`config.mk`:
```
export PLATFORM = sky130hd
export DESIGN_NAME = irq_dest_resolver
export DESIGN_NICKNAME = d
export VERILOG_FILES = /design/src/rtl/dmr_pkg.sv /design/src/rtl/dmr_agent_match.sv /design/src/rtl/dmr_shorthand_sel.sv /design/src/rtl/dmr_lowest_pick.sv /design/src/rtl/irq_dest_resolver.sv
export SDC_FILE = /design/constraint.sdc
export NUM_CORES = 1
export LEC_CHECK = 0
export ABC_AREA = 1
export BUFFER_PORTS_ARGS = -buffer_cell sky130_fd_sc_hd__buf_4
export CORE_AREA = 2 2 142 144
export DETAILED_ROUTE_END_ITERATION = 6
export DIE_AREA = 0 0 144 146
export MAX_ROUTING_LAYER = met4
export PLACE_DENSITY = 0.71
export SLEW_MARGIN = 20
export SYNTH_ARGS = -nofsm -noshare
export SYNTH_HDL_FRONTEND = slang
export SYNTH_SLANG_ARGS = --single-unit
```
`constraint.sdc`:
```
create_clock -name clk -period 1.3 [get_ports clk]
set_input_delay 0 -clock clk [delete_from_list [all_inputs] [get_ports clk]]
set_output_delay 0 -clock clk [all_outputs]
set_load 0.01 [all_outputs]
```
`src/rtl/dmr_pkg.sv`:
```
package dmr_pkg;
  typedef enum logic [1:0] {
    SH_DECODE = 2'd0,
    SH_SELF   = 2'd1,
    SH_ALL    = 2'd2,
    SH_OTHERS = 2'd3
  } shorthand_e;

  localparam logic [3:0] MODEL_FLAT    = 4'hF;
  localparam logic [3:0] MODEL_CLUSTER = 4'h0;
  localparam logic [2:0] DLV_LOWEST    = 3'd1;
  localparam logic [7:0] DEST_BCAST    = 8'hFF;
endpackage

```
`src/rtl/dmr_agent_match.sv`:
```
module dmr_agent_match
  import dmr_pkg::*;
(
  input  logic [7:0] dest,
  input  logic       logical,
  input  logic [7:0] phys_id,
  input  logic [7:0] log_dest,
  input  logic [3:0] model,
  output logic       hit
);
  logic [7:0] overlap;
  logic       group_eq;

  assign overlap  = dest & log_dest;
  assign group_eq = (dest[7:4] == log_dest[7:4]);

  always_comb begin
    hit = 1'b0;
    if (!logical) begin
      hit = (dest == DEST_BCAST) || (dest == phys_id);
    end else begin
      unique case (model)
        MODEL_FLAT:    hit = |overlap;
        MODEL_CLUSTER: hit = group_eq && (|overlap[3:0]);
        default:       hit = 1'b0;
      endcase
    end
  end
endmodule

```
`src/rtl/dmr_shorthand_sel.sv`:
```
module dmr_shorthand_sel
  import dmr_pkg::*;
#(
  parameter int W = 16
) (
  input  logic [W-1:0] decode_mask,
  input  logic [W-1:0] self_mask,
  input  logic [1:0]   shorthand,
  output logic [W-1:0] sel_mask
);
  shorthand_e sh;
  assign sh = shorthand_e'(shorthand);

  always_comb begin
    unique case (sh)
      SH_DECODE: sel_mask = decode_mask;
      SH_SELF:   sel_mask = self_mask;
      SH_ALL:    sel_mask = '1;
      SH_OTHERS: sel_mask = ~self_mask;
      default:   sel_mask = '0;
    endcase
  end
endmodule

```
`src/rtl/dmr_lowest_pick.sv`:
```
module dmr_lowest_pick #(
  parameter int W = 16
) (
  input  logic [W-1:0] in_mask,
  input  logic         enable,
  output logic [W-1:0] out_mask
);
  logic [W-1:0] lowest;
  assign lowest   = in_mask & (~in_mask + {{(W-1){1'b0}}, 1'b1});
  assign out_mask = enable ? lowest : in_mask;
endmodule

```
`src/rtl/irq_dest_resolver.sv`:
```
module irq_dest_resolver
  import dmr_pkg::*;
#(
  parameter int N     = 16,
  parameter int ID_W  = 8,
  parameter int MDL_W = 4
) (
  input  logic              clk,
  input  logic              rst,
  input  logic              req_valid,
  input  logic [7:0]        dest,
  input  logic              dest_logical,
  input  logic [1:0]        shorthand,
  input  logic [2:0]        dlv_mode,
  input  logic [ID_W-1:0]   sender_id,
  input  logic [N*ID_W-1:0] agent_phys_id,
  input  logic [N*ID_W-1:0] agent_log_dest,
  input  logic [N*MDL_W-1:0] agent_model,
  output logic [N-1:0]      mask_out,
  output logic              mask_valid
);
  logic [N-1:0] decode_mask;
  logic [N-1:0] self_mask;
  logic [N-1:0] sel_mask;
  logic [N-1:0] final_mask;

  for (genvar i = 0; i < N; i++) begin : g_agent
    dmr_agent_match u_match (
      .dest     (dest),
      .logical  (dest_logical),
      .phys_id  (agent_phys_id[i*ID_W +: ID_W]),
      .log_dest (agent_log_dest[i*ID_W +: ID_W]),
      .model    (agent_model[i*MDL_W +: MDL_W]),
      .hit      (decode_mask[i])
    );
    assign self_mask[i] = (agent_phys_id[i*ID_W +: ID_W] == sender_id);
  end

  dmr_shorthand_sel #(.W(N)) u_sel (
    .decode_mask (decode_mask),
    .self_mask   (self_mask),
    .shorthand   (shorthand),
    .sel_mask    (sel_mask)
  );

  dmr_lowest_pick #(.W(N)) u_pick (
    .in_mask  (sel_mask),
    .enable   (dlv_mode == DLV_LOWEST),
    .out_mask (final_mask)
  );

  always_ff @(posedge clk) begin
    if (rst) begin
      mask_out   <= '0;
      mask_valid <= 1'b0;
    end else begin
      mask_valid <= req_valid;
      if (req_valid) mask_out <= final_mask;
    end
  end


  reset_clears_chk: assert property (@(posedge clk)
    rst |=> (mask_out == '0 && !mask_valid));


  pulse_follows_req_chk: assert property (@(posedge clk) disable iff (rst)
    req_valid |=> mask_valid);


  no_spurious_valid_chk: assert property (@(posedge clk) disable iff (rst)
    !req_valid |=> (!mask_valid && $stable(mask_out)));


  lowest_single_chk: assert property (@(posedge clk) disable iff (rst)
    (req_valid && dlv_mode == DLV_LOWEST) |=> $onehot0(mask_out));


  all_full_chk: assert property (@(posedge clk) disable iff (rst)
    (req_valid && shorthand == 2'd2 && dlv_mode != DLV_LOWEST) |=> (&mask_out));
endmodule

```
==> results.yml <==
status:
  outcome: "finished, violations left"
  violations: "DRC, setup timing"
power_and_ir_drop:
  p_leak_nw: 6.77
  power.density_mw_per_mm2: 416
  ir_drop_mv: 0.306
yosys:
  synthMostInstantiatedCell: "nand2_1"
  synth_cell_types: 38
  synth_nets: 1846
  netlist_instances: 1437
  synth_top_cell_by_area: "nand2_1"
  yosys_warnings: 0
  ys_top_cells_by_count: "570 x nand2_1, 263 x nor2_1, 105 x inv_1, 73 x xnor2_1, 65 x nand3_1"
  ys_top_cells_by_area: "nand2_1 29%, nor2_1 13%, ha_1 11%"
  ys_ff_latch: 17
  async_reset_ff_frac: 0
  synth-seq-area-share: 0.0455
  avgSynthCellArea_um2: 5.20
  synth_ff_type: "dfxtp_1"
  synthesis.area_mm2: 0.00748
  synth_edf_count: 0
  synth_top_area_frac: 0.286
layout:
  drive_gt1_frac: 0.383
  regArea_um2: 340
  multi_input_area_mm2: 0.00716
  n_fill_cell: 1871
  syn_to_final_growth_pct: 73.6
  layout.nets: 2343
  final_cells: 2198
  final_core_util: 0.672
  diodes: 0
place:
  port_buffers: 361
  placed_cells: 2174
  gp_congestion: 1.06
  hpwl_um: 33700
global_routing:
  grt_pass1_vias: 10800
  grt_max_degree: 17
  antenna_found_initial: 0
  grt_pass1_wl_um: 58800
  overflow: 0
  grt_use_total: 0.376
route:
  wire_per_inst_um: 18.7
  viasPerCell: 5.14
  dr.pass1.iters: 7
  detail-route-antenna-nets: 0
  vias: 11300
  drc: 6
  drtIter0Drc: 919
  wl_um: 41100
floorplanning:
  io_pins: 362
  row_count: 51
  die-area_mm2: 0.0210
  die_w_um: 144
  start_util: 0.387
  die_height_um: 146
  coreArea_mm2: 0.0193
worst_setup_path:
  crit_required_ps: 1440
  setup.worst_path.class: "input port to register"
  crit_fanout: 8
  worstPathArrival_ps: 1650
  path_cells: "clkbuf_16 -> buf_4 -> ha_1 -> nor2_1 -> nand4_1 -> o21ai_1 -> nand2_1 -> nand2_2 -> nand3_2 -> nand2_2 -> nor2_4 -> nand3_2 -> nand2_4 -> nand3_2 -> nand2_1"
  crit_slowest_cell: "ha_1"
  r2r_slack_ps: 670
  crit_top_cell: "nand3_2"
  critPathCaptureType: "register"
  cp-start-kind: "input port"
  max_stage_delay_ps: 280
cts:
  clk_latency_ps: 250
  cts_sinks: 17
  cts-htree-levels: 1
  clockBufferDepth: 2
  clk_pin_slew_ps: 50
  root_buffer: "clkbuf_16"
  cts_buffers: 3
  cts_tree: "yes"
timing:
  skew_ps: 0
  slew_headroom: 0.737
  post-route-period-util: 1.16
  whs_ps: 29.8
  period_minus_slack_ps: 1510
  maxSlewViolCount: 0
  setup_viol: 14
  fin_setup_tns_ps: -2260
  max_clock_freq_mhz: 662
  setup_slack_ps: -210
  final_hold_viol_count: 0
  tightest_slew_ps: 395
  rsz0062_at_grt: "yes"
job:
  cap_violations: 0
min_path:
  holdCritPathClass: "input port to register"
through the flow:
step	setup slack, ps	power, mW	instance area [µm²]
after floorplan	-65.0	2.25	7520
after global placement	-575	4.18	11500
after detailed placement	-562	4.22	11500
after CTS	-202	5.07	12300
after global routing	-301	5.75	13000
final	-210	5.40	13000
cell usage in the layout (no fill, tap or decap), types with 11 or more instances in the layout:
master	n
buf_6	26
dfxtp_1	17
inv_4	12
nor3_1	12
nor2_1	227
nor2_2	31
o21ai_0	15
o21ai_1	18
buf_4	487
a21oi_1	15
xnor2_1	65
nand2_2	34
buf_12	18
nor2_4	11
nand4_1	50
inv_1	105
ha_4	30
nand3_1	42
xor2_1	36
nand3_2	24
ha_1	33
nand2_1	536
registers in the layout (all words and copies together), names as in the netlist:
name        count
mask_out       16
mask_valid      1
metal layers:
| layer | vias up | part of all wire | global-route usage |
|---|---|---|---|
| li1 | 5509 | - | - |
| met1 | 5107 | 0.41 | 0.475 |
| met2 | 591 | 0.46 | 0.610 |
| met3 | 94 | 0.095 | 0.0566 |
| met4 | 0 | 0.029 | 0.127 |
| met5 | - | 0 | - |
logic make-up after synthesis:
kind of cell             count (synthesis)  share of synthesized area
flip-flops                              17                     0.0455
AND/OR/NAND/NOR                        988                      0.537
adder cells (fa/ha/maj)                 64                      0.107
AO/OA/AOI/OAI                           83                     0.0639
XOR/XNOR                               111                      0.131
buffers and inverters                  174                      0.115
critical path, delay by kind of cell:
kind | cells | cell delay (ps)
AOI/OAI and AO/OA | 1 | 90
adders and majority gates | 1 | 280
and+or+nand+nor | 11 | 970
buffers and inverters | 2 | 300
cell type report:
cell class | count | share of cell area
Inverter | 122 | 0.0385
Sequential cell | 17 | 0.0262
Timing Repair Buffer | 543 | 0.351
Clock buffer | 3 | 0.00578
Timing Repair inverter | 1 | 0.000675
Multi-Input combinational cell | 1246 | 0.552
Tap cell | 265 | 0.0255
Clock inverter | 1 | 0.000385
final timing paths:
kind / from / to / cells past startpoint
worst max-delay path: dest[6] / mask_out[11] / 15
worst min-delay path: req_valid / mask_out[11] / 3
worst max register to register: mask_out[2] / mask_out[2] / 1
worst min register to register: mask_out[12] / mask_out[12] / 2
power breakdown:
part	switching (mW)	internal, mW	leakage [nW]	total (mW)
clock	0.216	0.412	0.0409	0.628
combinational	2.11	2.08	6.59	4.19
sequential	0.0236	0.555	0.140	0.579
total	2.35	3.05	6.77	5.40
repair_timing:
item,in CTS,in global routing
endpoints found under the hold margin,0,0
setup buffers,14,5
hold buffers,0,0
setup endpoints to repair,15,16
gates cloned,2,2
resized for setup,133,123
pin swaps,64,100
No activity file was read; power rests on OpenSTA's default activity.
